<file path="config.mk">
export PLATFORM = sky130hd
export DESIGN_NAME = twim_slave
export DESIGN_NICKNAME = d
export VERILOG_FILES = /design/src/rtl/twim_pkg.sv /design/src/rtl/twim_sync.sv /design/src/rtl/twim_regfile.sv /design/src/rtl/twim_wtimer.sv /design/src/rtl/twim_ctrl.sv /design/src/rtl/twim_slave.sv
export SDC_FILE = /design/constraint.sdc
export NUM_CORES = 1
export LEC_CHECK = 0
export BUFFER_PORTS_ARGS = -buffer_cell sky130_fd_sc_hd__buf_2
export CAP_MARGIN = 0
export CORE_UTILIZATION = 40
export DETAILED_ROUTE_END_ITERATION = 7
export PLACE_DENSITY = 0.54
export REMOVE_ABC_BUFFERS = 1
export SLEW_MARGIN = 0
export SYNTH_ARGS = -nofsm -noshare
export SYNTH_HDL_FRONTEND = slang
export SYNTH_SLANG_ARGS = --single-unit
</file>
<file path="constraint.sdc">
create_clock -name clk -period 2.3 [get_ports clk]
set_input_delay 0.23 -clock clk [delete_from_list [all_inputs] [get_ports clk]]
set_output_delay 0.23 -clock clk [all_outputs]
set_load 0.02 [all_outputs]
</file>
<file path="src/rtl/twim_pkg.sv">
package twim_pkg;
  localparam logic [3:0] TWIM_DEV_CODE = 4'b1010;

  typedef enum logic [2:0] {
    ST_IDLE,
    ST_CTRL,
    ST_ADDR,
    ST_DATA,
    ST_ACK,
    ST_RD,
    ST_MACK,
    ST_IGNORE
  } twim_state_e;
endpackage

</file>
<file path="src/rtl/twim_sync.sv">
module twim_sync #(
  parameter int STAGES = 2
) (
  input  logic clk,
  input  logic rst_n,
  input  logic scl_i,
  input  logic sda_i,
  output logic scl_lvl,
  output logic sda_lvl,
  output logic scl_rise,
  output logic scl_fall,
  output logic start_c,
  output logic stop_c
);
  logic [STAGES-1:0] scl_p;
  logic [STAGES-1:0] sda_p;
  logic              scl_q;
  logic              sda_q;

  always_ff @(posedge clk or negedge rst_n) begin
    if (!rst_n) begin
      scl_p <= '1;
      sda_p <= '1;
      scl_q <= 1'b1;
      sda_q <= 1'b1;
    end else begin
      scl_p <= {scl_p[STAGES-2:0], scl_i};
      sda_p <= {sda_p[STAGES-2:0], sda_i};
      scl_q <= scl_p[STAGES-1];
      sda_q <= sda_p[STAGES-1];
    end
  end

  assign scl_lvl  = scl_p[STAGES-1];
  assign sda_lvl  = sda_p[STAGES-1];
  assign scl_rise = scl_lvl & ~scl_q;
  assign scl_fall = ~scl_lvl & scl_q;
  assign start_c  = scl_lvl & scl_q & sda_q & ~sda_lvl;
  assign stop_c   = scl_lvl & scl_q & ~sda_q & sda_lvl;
endmodule

</file>
<file path="src/rtl/twim_regfile.sv">
module twim_regfile #(
  parameter int DEPTH  = 16,
  parameter int DATA_W = 8,
  localparam int AW    = $clog2(DEPTH)
) (
  input  logic              clk,
  input  logic              rst_n,
  input  logic              we,
  input  logic [AW-1:0]     addr,
  input  logic [DATA_W-1:0] wdata,
  output logic [DATA_W-1:0] rdata
);
  logic [DATA_W-1:0] word [DEPTH];

  for (genvar g = 0; g < DEPTH; g++) begin : g_word
    always_ff @(posedge clk or negedge rst_n) begin
      if (!rst_n)                       word[g] <= '0;
      else if (we && addr == AW'(g))    word[g] <= wdata;
    end
  end

  assign rdata = word[addr];
endmodule

</file>
<file path="src/rtl/twim_wtimer.sv">
module twim_wtimer #(
  parameter int WR_CYCLES = 1000,
  localparam int CW       = $clog2(WR_CYCLES + 1)
) (
  input  logic clk,
  input  logic rst_n,
  input  logic start_i,
  output logic busy_o
);
  logic [CW-1:0] remain;

  always_ff @(posedge clk or negedge rst_n) begin
    if (!rst_n)              remain <= '0;
    else if (start_i)        remain <= CW'(WR_CYCLES);
    else if (remain != '0)   remain <= remain - CW'(1);
  end

  assign busy_o = (remain != '0);

  p_busy_after_write_r4: assert property (@(posedge clk) disable iff (!rst_n)
    start_i |=> busy_o);
endmodule

</file>
<file path="src/rtl/twim_ctrl.sv">
module twim_ctrl
  import twim_pkg::*;
#(
  parameter int AW     = 4,
  parameter int DATA_W = 8
) (
  input  logic              clk,
  input  logic              rst_n,
  input  logic              scl_lvl,
  input  logic              sda_lvl,
  input  logic              scl_rise,
  input  logic              scl_fall,
  input  logic              start_c,
  input  logic              stop_c,
  input  logic              busy_i,
  input  logic              inhibit_i,
  input  logic [DATA_W-1:0] rd_data,
  output logic              sda_oe,
  output logic [AW-1:0]     ptr,
  output logic              we,
  output logic [DATA_W-1:0] wdata
);
  localparam int CNT_W = $clog2(DATA_W + 1);

  twim_state_e       state;
  twim_state_e       ret_state;
  logic [DATA_W-1:0] shreg;
  logic [DATA_W-1:0] txreg;
  logic [CNT_W-1:0]  bitcnt;
  logic              dvalid;
  logic              mack;

  always_ff @(posedge clk or negedge rst_n) begin
    if (!rst_n) begin
      state     <= ST_IDLE;
      ret_state <= ST_IDLE;
      shreg     <= '0;
      txreg     <= '0;
      bitcnt    <= '0;
      dvalid    <= 1'b0;
      mack      <= 1'b0;
      sda_oe    <= 1'b0;
      ptr       <= '0;
      we        <= 1'b0;
      wdata     <= '0;
    end else begin
      we <= 1'b0;
      if (busy_i) begin
        state <= ST_IDLE;
      end else if (start_c) begin
        state  <= ST_CTRL;
        bitcnt <= '0;
        sda_oe <= 1'b0;
        dvalid <= 1'b0;
      end else if (stop_c) begin
        if (state == ST_DATA && dvalid && !inhibit_i) we <= 1'b1;
        state  <= ST_IDLE;
        sda_oe <= 1'b0;
        dvalid <= 1'b0;
      end else begin
        case (state)
          ST_CTRL, ST_ADDR, ST_DATA: begin
            if (scl_rise && bitcnt != CNT_W'(DATA_W)) begin
              shreg  <= {shreg[DATA_W-2:0], sda_lvl};
              bitcnt <= bitcnt + CNT_W'(1);
            end else if (scl_fall) begin
              // a completed bit clock of a new byte drops the held byte
              if (state == ST_DATA && bitcnt == CNT_W'(1)) dvalid <= 1'b0;
              if (bitcnt == CNT_W'(DATA_W)) begin
                bitcnt <= '0;
                if (state == ST_CTRL) begin
                  if (shreg[DATA_W-1 -: 4] == TWIM_DEV_CODE) begin
                    sda_oe    <= 1'b1;
                    state     <= ST_ACK;
                    ret_state <= shreg[0] ? ST_RD : ST_ADDR;
                  end else begin
                    state <= ST_IGNORE;
                  end
                end else if (state == ST_ADDR) begin
                  ptr       <= shreg[AW-1:0];
                  sda_oe    <= 1'b1;
                  state     <= ST_ACK;
                  ret_state <= ST_DATA;
                end else begin
                  wdata     <= shreg;
                  dvalid    <= 1'b1;
                  sda_oe    <= 1'b1;
                  state     <= ST_ACK;
                  ret_state <= ST_DATA;
                end
              end
            end
          end
          ST_ACK: begin
            if (scl_fall) begin
              state <= ret_state;
              if (ret_state == ST_RD) begin
                txreg  <= rd_data;
                sda_oe <= ~rd_data[DATA_W-1];
                ptr    <= ptr + AW'(1);
                bitcnt <= '0;
              end else begin
                sda_oe <= 1'b0;
              end
            end
          end
          ST_RD: begin
            if (scl_fall) begin
              if (bitcnt == CNT_W'(DATA_W - 1)) begin
                sda_oe <= 1'b0;
                state  <= ST_MACK;
              end else begin
                sda_oe <= ~txreg[DATA_W-2];
                txreg  <= {txreg[DATA_W-2:0], 1'b0};
                bitcnt <= bitcnt + CNT_W'(1);
              end
            end
          end
          ST_MACK: begin
            if (scl_rise) begin
              mack <= ~sda_lvl;
            end else if (scl_fall) begin
              if (mack) begin
                txreg  <= rd_data;
                sda_oe <= ~rd_data[DATA_W-1];
                ptr    <= ptr + AW'(1);
                bitcnt <= '0;
                state  <= ST_RD;
              end else begin
                state <= ST_IGNORE;
              end
            end
          end
          default: ;
        endcase
      end
    end
  end

  p_drive_low_scl_r1: assert property (@(posedge clk) disable iff (!rst_n)
    $rose(sda_oe) |-> !scl_lvl);
  p_silent_busy_r5: assert property (@(posedge clk) disable iff (!rst_n)
    busy_i |-> !sda_oe);
  p_inhibit_r10: assert property (@(posedge clk) disable iff (!rst_n)
    we |-> !$past(inhibit_i));
endmodule

</file>
<file path="src/rtl/twim_slave.sv">
module twim_slave #(
  parameter int DEPTH       = 16,
  parameter int DATA_W      = 8,
  parameter int WR_CYCLES   = 1000,
  parameter int SYNC_STAGES = 2
) (
  input  logic clk,
  input  logic rst_n,
  input  logic scl_i,
  input  logic sda_i,
  output logic sda_oe_o,
  input  logic supply_low_i,
  output logic busy_o
);
  localparam int AW = $clog2(DEPTH);

  logic              scl_lvl, sda_lvl, scl_rise, scl_fall, start_c, stop_c;
  logic              we;
  logic [AW-1:0]     ptr;
  logic [DATA_W-1:0] wdata;
  logic [DATA_W-1:0] rdata;

  twim_sync #(.STAGES(SYNC_STAGES)) u_sync (
    .clk(clk), .rst_n(rst_n), .scl_i(scl_i), .sda_i(sda_i),
    .scl_lvl(scl_lvl), .sda_lvl(sda_lvl), .scl_rise(scl_rise),
    .scl_fall(scl_fall), .start_c(start_c), .stop_c(stop_c)
  );

  twim_ctrl #(.AW(AW), .DATA_W(DATA_W)) u_ctrl (
    .clk(clk), .rst_n(rst_n), .scl_lvl(scl_lvl), .sda_lvl(sda_lvl),
    .scl_rise(scl_rise), .scl_fall(scl_fall), .start_c(start_c),
    .stop_c(stop_c), .busy_i(busy_o), .inhibit_i(supply_low_i),
    .rd_data(rdata), .sda_oe(sda_oe_o), .ptr(ptr), .we(we), .wdata(wdata)
  );

  twim_regfile #(.DEPTH(DEPTH), .DATA_W(DATA_W)) u_mem (
    .clk(clk), .rst_n(rst_n), .we(we), .addr(ptr), .wdata(wdata),
    .rdata(rdata)
  );

  twim_wtimer #(.WR_CYCLES(WR_CYCLES)) u_timer (
    .clk(clk), .rst_n(rst_n), .start_i(we), .busy_o(busy_o)
  );

  p_ptr_hold_r6: assert property (@(posedge clk) disable iff (!rst_n)
    we |=> $stable(ptr));
endmodule

</file>
==> flow_metrics.py, run 1 <==
metrics = {
    "route": {
        "ant_nets": 0,
        "drc": 0,
        "drt_iter0_markers": 293,
        "vias": 5520,
        "wl_per_cell_um": 21.4,
        "wl_um": 20800,
        "vias_per_cell": 5.68,
        "dr.pass1.iters": 5,
    },
    "setup_path": {
        "rr_endpoint": "u_ctrl.wdata[1]",
        "cp-start-kind": "flop",
        "reg2reg_from": "u_timer.remain[0]",
        "required_ps": 2070,
        "r2r_cells": 6,
        "cp-end-kind": "output pin",
        "cp_data_arrival_time_ps": 1960,
        "worst-setup-path-type": "flop to output pin",
        "rrSetupSlack_ps": 130,
        "cp_max_fo": 8,
    },
    "place": {
        "dp_slack_ps": 124,
        "gp_congestion": 0.891,
        "dp_hpwl_um": 14100,
        "io_buffers": 6,
        "placed_cell_area_um2": 9450,
    },
    "global_routing": {
        "antenna_found_initial": 0,
        "grt_use_total": 0.198,
        "grt_pass1_vias": 5857,
        "grt_overflow": 0,
        "grt_max_degree": 104,
        "grt_pass1_wl_um": 33300,
    },
    "power": {
        "pwr-share-clk": 0.444,
        "switching_share": 0.228,
        "p_leak_nw": 4.70,
        "peakVddDrop_uv": 655,
        "power_frac_seq": 0.507,
        "cellPowerDensity_nw_per_um2": 673,
        "p_int_mw": 5.25,
        "p_sw_mw": 1.55,
        "pwr-share-comb": 0.049,
    },
    "clock_tree": {
        "cts_tree": "yes",
        "cts-buffers-inserted": 17,
        "h-tree-depth": 4,
        "clk_latency_ps": 420,
        "root_buffer": "clkbuf_16",
        "ctsLongestPathBuffers": 2,
        "cts.sinks": 185,
        "path_clk_slew_ps": 70,
    },
    "synthesis": {
        "yosys_warnings": 0,
        "synth_top_area_share": 0.506,
        "syn_area_per_cell_um2": 13.6,
        "synth_area_leaders": "dfrtp_1 51%, mux2_2 17%, mux4_2 8.7%",
        "async_reset_ff_frac": 1.00,
        "synth.cell_area_um2": 8850,
        "post-synth-top-area-cell": "dfrtp_1",
        "synth-seq-cells": 185,
        "synth_ff_type": "dfrtp_1",
        "ys_seq_area_frac": 0.524,
        "syn_inst": 650,
        "ys_types": 65,
        "synth_edf_count": 0,
    },
    "finish": {
        "syn2layout_area_growth_pct": 14.1,
        "final_area_um2": 10100,
        "insertedDiodeCount": 0,
        "seq_area_um2": 4640,
        "drive_gt1_frac": 0.384,
        "fin_nets": 694,
        "multi_input_area_um2": 3990,
        "fillers": 1919,
    },
    "die": {
        "coreArea_um2": 21800,
        "die_w_um": 151,
        "initial_core_util": 0.407,
        "io_pins": 7,
        "die_area_um2": 22700,
        "die_h_um": 151,
        "placementRows": 54,
    },
    "worst_hold_path": {
        "hold_end": "u_ctrl.we",
        "min_path_cells": 3,
        "hold_path_startpoint": "supply_low_i",
        "hold_path.class": "primary input to flop",
    },
    "sta": {
        "finalHoldViolCount": 0,
        "clock.fmax_mhz": 456,
        "tightest_slew_ps": 676,
        "rsz0062_at_grt": "no",
        "fin_skew_ps": 9.38,
        "period_share": 0.954,
        "final.setup.worst_slack_ps": 106,
        "finalSetupViolations": 0,
        "maxSlewHeadroom": 0.550,
        "drv_slew": 0,
        "period_needed_ps": 2190,
    },
    "flow_run": {
        "cap_violations": 0,
    },
    "status": {
        "status": "finished, final reports clean",
    },
}
## registers in the layout, summed over array words and instances (netlist names), 2 cells and up
name	cells
u_ctrl.bitcnt	4
u_ctrl.ptr	4
u_ctrl.ret_state	3
u_ctrl.shreg	8
u_ctrl.state	3
u_ctrl.txreg	7
u_ctrl.wdata	8
u_mem.word	128
u_sync.scl_p	2
u_sync.sda_p	2
u_timer.remain	10
## cell type report
cell class / instances / share of cell area
Timing Repair Buffer: 52 / 0.0463
Tap cell: 280 / 0.0347
Inverter: 14 / 0.00520
Clock buffer: 20 / 0.0452
Clock inverter: 11 / 0.0145
Multi-Input combinational cell: 410 / 0.395
Sequential cell: 185 / 0.459
## Yosys cell counts, drive strengths merged (2+ instances only)
library cell / n
ha: 9
mux2i: 18
o31a: 3
nor2: 22
buf: 12
xor2: 2
nand2: 20
nor2b: 5
and3b: 4
a21o: 2
nand3: 14
a31oi: 4
o22ai: 7
mux4: 34
xnor2: 5
a21oi: 22
dfrtp: 179
nand4b: 4
nor4: 3
clkbuf: 29
dfstp: 6
nor3: 10
nor4bb: 3
or2: 2
o21ai: 13
inv: 13
nand4: 4
nand2b: 13
mux2: 146
nand3b: 4
or3: 7
o211ai: 4
o311ai: 3
and2: 2
o2bb2ai: 2
## layer usage
layer | GRT usage | wire, um | up-vias
met5 | 0 | 0 | -
met4 | 0.0440 | 242 | 0
met3 | 0.0394 | 615 | 16
met2 | 0.332 | 10500 | 88
met1 | 0.266 | 9510 | 2950
li1 | - | - | 2466
## what timing repair did
action	4_1_cts	5_1_grt
hold buffers	3	0
setup endpoints to repair	0	2
gates resized for setup	0	3
setup buffers	0	1
hold endpoints to repair	26	0
## power by group through the flow
stage / sequential (mW) / clock (mW) / combinational (mW)
global placement: 3.51 / 0 / 0.324
global route: 3.46 / 3.21 / 0.382
finish: 3.45 / 3.02 / 0.333
CTS: 3.45 / 3.09 / 0.341
detailed placement: 3.52 / 0 / 0.335
floorplan: 3.47 / 0 / 0.174
## metrics by stage
| stage | TNS, ps | hold WS [ps] | utilization | total power [mW] | std cells |
|---|---|---|---|---|---|
| floorplan | -41110 | -65.6 | - | 3.64 | 609 |
| global placement | 0 | 115 | 0.434 | 3.84 | 937 |
| detailed placement | 0 | 116 | 0.434 | 3.85 | 937 |
| CTS | 0 | 65.9 | 0.463 | 6.88 | 971 |
| global route | 0 | 74.5 | 0.464 | 7.05 | 972 |
| finish | 0 | 71.2 | 0.464 | 6.80 | 972 |
## kinds of logic (layout without fill, tap and decap cells)
| family | after synthesis | count (layout) | synth area share |
|---|---|---|---|
| xor+xnor | 7 | 7 | 0.00693 |
| simple gates | 123 | 123 | 0.0805 |
| fa+ha+maj | 9 | 9 | 0.0127 |
| buf+inv | 55 | 97 | 0.0257 |
| flops | 185 | 185 | 0.524 |
| mux | 198 | 198 | 0.296 |
| compound gates | 73 | 73 | 0.0539 |
## cells in the final DEF (no fill, tap or decap), types with 5 or more instances in the layout
master,instances
nand2_1,19
dfrtp_1,178
clkbuf_16,17
nor2_1,22
a21oi_1,22
buf_2,5
nand2b_1,13
o22ai_1,7
o21ai_0,11
xnor2_1,5
buf_4,36
or3_1,7
buf_12,6
mux4_2,34
inv_1,12
nor3_1,10
mux2_4,8
nor2b_1,5
dfstp_2,6
mux2_1,8
mux2_2,130
ha_1,9
nand3_1,14
mux2i_1,18
## worst max-delay path by stage
stage / from / to / slack [ps] / cells past startpoint
floorplan: u_ctrl.ptr[0] / u_mem.word[40] / -530 / 4
global placement: u_timer.remain[5] / u_ctrl.wdata[0] / 150 / 5
detailed placement: u_timer.remain[5] / u_ctrl.wdata[1] / 120 / 5
CTS: u_timer.remain[5] / busy_o / 20 / 6
global route: u_timer.remain[6] / busy_o / 0.6 / 6
finish: u_timer.remain[0] / busy_o / 110 / 7
## critical path, stage by stage (launching register included)
cell and delay, ps:
dfrtp_1 380, inv_1 140, ha_1 230, and4_4 250, buf_6 150, inv_2 60, buf_4 160, buf_2 160
Power figures use the tool's default switching activity.
==> inputs of run 2 (changes only) <==
--- a/config.mk
+++ b/config.mk
@@ -7,6 +7,7 @@
 export LEC_CHECK = 0
 export BUFFER_PORTS_ARGS = -buffer_cell sky130_fd_sc_hd__buf_2
 export CAP_MARGIN = 0
+export CORE_MARGIN = 2
 export CORE_UTILIZATION = 40
 export DETAILED_ROUTE_END_ITERATION = 7
 export PLACE_DENSITY = 0.54
==> flow_metrics.py, run 2 (synthesis gave the netlist of run 1 again) <==
metrics = {
    "sta": {
        "fin_skew_ps": 11.7,
        "period_share": 0.968,
        "holdWs_ps": 44.1,
        "period_needed_ps": 2230,
        "finalHoldViolCount": 0,
        "maxSlewHeadroom": 0.519,
        "fin_setup_tns_ps": 0,
        "drv_slew": 0,
        "clock.fmax_mhz": 449,
        "finalSetupViolations": 0,
        "tightest_slew_ps": 721,
    },
    "power": {
        "cellPowerDensity_nw_per_um2": 661,
        "peakVddDrop_uv": 376,
        "pwr-share-clk": 0.434,
        "p_int_mw": 5.03,
        "p_sw_mw": 1.64,
        "pwr-share-comb": 0.051,
        "switching_share": 0.246,
        "p_leak_nw": 4.68,
        "power_frac_seq": 0.516,
    },
    "die": {
        "die_w_um": 153,
        "die_h_um": 153,
        "coreArea_um2": 21800,
        "initial_core_util": 0.407,
        "placementRows": 54,
        "io_pins": 7,
        "die_area_um2": 23300,
    },
    "finish": {
        "layout_commonest_cell": "dfrtp_1",
        "drive_gt1_frac": 0.387,
        "fin_nets": 695,
        "insertedDiodeCount": 0,
        "largest_register_ff_count": 128,
        "layout_common_cells": "178 x dfrtp_1, 130 x mux2_2, 38 x buf_4",
        "top_regs": "u_mem.word x128, u_timer.remain x10",
        "max_flop_register": "u_mem.word",
        "syn2layout_area_growth_pct": 14.0,
    },
    "global_routing": {
        "grt_overflow": 0,
        "top_usage_layer": "met2",
        "use_met2": 0.293,
        "grt_use_total": 0.184,
        "grt_pass1_vias": 5723,
        "grt_pass1_wl_um": 33100,
        "grt_use_met3": 0.0284,
        "antenna_found_initial": 1,
        "grt_max_degree": 72,
        "met1_usage": 0.263,
    },
    "setup_path": {
        "cp_num_cells": 5,
        "critPathTopFamily": "simple AND/OR/NAND/NOR gates",
        "cp-start-kind": "flop",
        "worst-setup-path-type": "flop to flop",
        "reg2reg_from": "u_timer.remain[6]",
        "critical_path.cell_chain": "nor4_4 > and4_4 > nand2_4 > or4_4 > mux2_4",
        "setup.worst_path.end": "u_ctrl.wdata[3]",
        "slowest_stage": "or4_4",
        "rr_endpoint": "u_ctrl.wdata[3]",
        "max_stage_delay_ps": 640,
        "worst-path-buf-inv": 0,
        "rrSetupSlack_ps": 70,
        "required_ps": 2620,
        "cp_data_arrival_time_ps": 2540,
        "startpoint": "u_timer.remain[6]",
        "cp_max_fo": 8,
        "cp-end-kind": "flop",
        "r2r_cells": 5,
    },
    "place": {
        "dp_hpwl_um": 14000,
        "gp_congestion": 0.909,
        "io_buffers": 6,
    },
    "clock_tree": {
        "clk_latency_ps": 430,
        "cts-buffers-inserted": 17,
        "h-tree-depth": 4,
        "cts.sinks": 185,
        "root_buffer": "clkbuf_16",
        "ctsLongestPathBuffers": 2,
        "path_clk_slew_ps": 70,
        "cts_tree": "yes",
    },
    "route": {
        "drc": 0,
        "wl_um": 20500,
        "wl_per_cell_um": 21.1,
        "ant_nets": 0,
        "vias_per_cell": 5.64,
        "vias": 5484,
        "drt_iter0_markers": 310,
        "dr.pass1.iters": 5,
    },
    "status": {
        "status": "finished, final reports clean",
    },
    "flow_run": {
        "cap_violations": 0,
    },
    "worst_hold_path": {
        "hold_path.class": "primary input to flop",
    },
}
## run 2: cell count changes in the layout (fill, tap and decap cells not counted), moves of 2 or more
| cell | delta |
|---|---|
| buf_4 | +2 |
| clkinvlp_4 | +3 |
| bufinv_16 | -2 |
| inv_8 | +2 |
| clkinv_2 | -3 |
## run 2: worst min-delay path by stage
stage / from / end / slack (ps) / cells past startpoint
after floorplan: rst_n / u_ctrl.bitcnt[0] / -70 / 0
after global placement: rst_n / u_ctrl.we / 210 / 1
after detailed placement: rst_n / u_ctrl.we / 220 / 1
after CTS: supply_low_i / u_ctrl.we / 30 / 3
after global routing: supply_low_i / u_ctrl.we / 70 / 3
final: supply_low_i / u_ctrl.we / 40 / 3
## run 2: metal layers
layer,vias to the layer above,wire (um)
li1,2464,-
met2,110,9830
met1,2893,9810
met3,17,676
met4,0,239
met5,-,0
## run 2: layout make-up
class,instances,area (um^2)
Inverter,14,52.6
Fill cell,1958,11700
Timing Repair Buffer,53,472
Tap cell,280,350
Multi-Input combinational cell,410,3990
Clock buffer,18,439
Sequential cell,185,4640
Clock inverter,13,141
## run 2: worst reg2reg max path, delay by kind of cell (launching register included)
kind / cells / cell delay, ps
flops: 1 / 430
mux: 1 / 340
simple gates: 4 / 1340
## run 2: metrics by stage
stage | setup WS (ps) | area, um^2 | instances | total power [mW] | utilization
floorplan | -526 | 8670 | 609 | 3.64 | -
global placement | 82.8 | 9460 | 938 | 3.82 | 0.435
detailed placement | 54.2 | 9460 | 938 | 3.83 | 0.435
CTS | 36.4 | 10100 | 972 | 6.74 | 0.463
global route | -11.6 | 10100 | 973 | 6.96 | 0.463
finish | 73.2 | 10100 | 973 | 6.67 | 0.463
## run 2: power by group through the flow
stage	combinational, mW	sequential, mW	clock (mW)
detailed placement	0.332	3.50	0
CTS	0.339	3.44	2.96
finish	0.338	3.44	2.89
global placement	0.325	3.50	0
floorplan	0.174	3.47	0
global route	0.378	3.45	3.13
## run 2: timing repair
item,in CTS,in global routing
hold buffers,3,0
resized for setup,0,2
endpoints found under the hold margin,51,0
endpoints found under the setup margin,0,23
setup buffers,0,1
==> inputs of run 3 (changes only) <==
--- a/config.mk
+++ b/config.mk
@@ -5,8 +5,10 @@
 export SDC_FILE = /design/constraint.sdc
 export NUM_CORES = 1
 export LEC_CHECK = 0
+export ABC_CLOCK_PERIOD_IN_PS = 2300
 export BUFFER_PORTS_ARGS = -buffer_cell sky130_fd_sc_hd__buf_2
 export CAP_MARGIN = 0
+export CORE_ASPECT_RATIO = 2
 export CORE_MARGIN = 2
 export CORE_UTILIZATION = 40
 export DETAILED_ROUTE_END_ITERATION = 7
==> flow_metrics.py, run 3 (synthesis gave the netlist of run 1 again) <==
metrics = {
    "route": {
        "drt_iter0_markers": 325,
        "vias_per_cell": 5.52,
        "wl_um": 19900,
        "ant_nets": 0,
        "drc": 0,
        "wl_per_cell_um": 20.5,
        "vias": 5345,
        "dr.pass1.iters": 4,
    },
    "sta": {
        "tightest_slew_ps": 710,
        "clock.fmax_mhz": 449,
        "finalSetupViolations": 0,
        "finalHoldViolCount": 0,
        "fin_skew_ps": 6.05,
        "period_share": 0.968,
        "maxSlewHeadroom": 0.526,
        "rsz0062_at_grt": "no",
        "drv_slew": 0,
        "period_needed_ps": 2230,
        "holdWs_ps": 69.5,
    },
    "clock_tree": {
        "ctsLongestPathBuffers": 2,
        "clk_latency_ps": 430,
        "path_clk_slew_ps": 70,
        "cts.sinks": 185,
        "cts-buffers-inserted": 17,
        "root_buffer": "clkbuf_16",
        "h-tree-depth": 4,
        "cts_tree": "yes",
        "post_cts_buffers": 0,
    },
    "status": {
        "status": "finished, final reports clean",
    },
    "global_routing": {
        "grt_pass1_wl_um": 32400,
        "grt_max_degree": 65,
        "antenna_found_initial": 0,
        "grt_pass1_vias": 5664,
        "grt_overflow": 0,
        "grt_use_total": 0.183,
    },
    "setup_path": {
        "cp-end-kind": "flop",
        "reg2reg_from": "u_ctrl.ptr[3]",
        "startpoint": "u_ctrl.ptr[3]",
        "max_stage_delay_ps": 520,
        "cp_data_arrival_time_ps": 2540,
        "cp-start-kind": "flop",
        "cp_max_fo": 23,
        "slowest_stage": "dfrtp_1",
        "critical_path.cell_chain": "buf_4 > nor2b_1 > nand3_1 > mux2_2",
        "worst-setup-path-type": "flop to flop",
        "required_ps": 2610,
    },
    "finish": {
        "fin_nets": 693,
        "final_util": 0.461,
        "layout.cells.non_filler": 968,
        "largest_register_ff_count": 128,
        "layout_commonest_cell": "dfrtp_1",
        "layout_common_cells": "178 x dfrtp_1, 130 x mux2_2, 37 x buf_4",
        "drive_gt1_frac": 0.382,
        "max_flop_register": "u_mem.word",
        "fillers": 1919,
        "syn2layout_area_growth_pct": 13.9,
        "final_area_um2": 10100,
        "insertedDiodeCount": 0,
        "top_regs": "u_mem.word x128, u_timer.remain x10",
    },
    "die": {
        "die_h_um": 214,
        "die_area_um2": 23400,
        "io_pins": 7,
        "coreArea_um2": 21900,
        "initial_core_util": 0.405,
        "placementRows": 77,
        "die_w_um": 109,
    },
    "worst_hold_path": {
        "hold_path_startpoint": "supply_low_i",
        "hold_path.class": "primary input to flop",
    },
    "power": {
        "peakVddDrop_uv": 552,
        "p_leak_nw": 4.69,
        "cellPowerDensity_nw_per_um2": 670,
        "power.total_mw": 6.75,
    },
    "place": {
        "gp_congestion": 0.852,
        "io_buffers": 6,
        "placed_cell_area_um2": 9440,
        "place_inst": 933,
        "dp_hpwl_um": 13500,
    },
    "flow_run": {
        "cap_violations": 0,
    },
}
## run 3: cell types whose count changed in the layout (fill, tap and decap cells not counted), moves of 2 or more
cell / previous run / this run
clkbuf_1: 0 / 2
clkbuf_8: 1 / 5
inv_8: 2 / 0
clkinvlp_4: 5 / 3
## run 3: path summary, 6_finish.rpt
kind | slack [ps] | cells past startpoint | endpoint
max in group asynchronous | 1240 | 3 | u_mem.word[30]
min reg2reg | 350 | 0 | u_sync.scl_p[1]
min in group asynchronous | 350 | 2 | u_timer.remain[9]
min | 70 | 3 | u_ctrl.we
max | 70 | 4 | u_mem.word[91]
max reg2reg | 70 | 4 | u_mem.word[91]
## run 3: cell type report
type | instances | area [um^2] | area share
Tap cell | 276 | 345 | 0.0343
Inverter | 14 | 52.6 | 0.00522
Clock buffer | 23 | 488 | 0.0484
Sequential cell | 185 | 4640 | 0.460
Multi-Input combinational cell | 410 | 3990 | 0.396
Timing Repair Buffer | 51 | 447 | 0.0443
Clock inverter | 9 | 114 | 0.0113
## run 3: routing by layer
metal,part of all wire,track usage
met4,0.020,0.0611
met2,0.49,0.284
met1,0.47,0.259
met5,0,0
met3,0.023,0.0328
## run 3: stage by stage
| step | setup slack [ps] | TNS (ps) |
|---|---|---|
| 3_5_place_dp | 87.7 | 0 |
| 4_1_cts | 78.4 | 0 |
| 5_1_grt | 2.16 | 0 |
| 6_report | 73.8 | 0 |
| 3_3_place_gp | 134 | 0 |
| 2_1_floorplan | -526 | -41110 |
## run 3: worst max-delay path: cells and delay by family, from the launching register on
kind	cells	cell delay, ps
buffers and inverters	1	320
and+or+nand+nor	2	800
muxes	1	450
DFF	1	520
## run 3: power by group
group          internal, mW  switching, mW  total, mW
Clock                  1.72           1.25       2.97
Combinational         0.147          0.195      0.342
Sequential             3.34         0.0997       3.44
## run 3: repair_timing
item	4_1_cts	5_1_grt
setup endpoints to repair	0	6
hold buffers	3	0
hold endpoints to repair	62	0
resized for setup	0	1
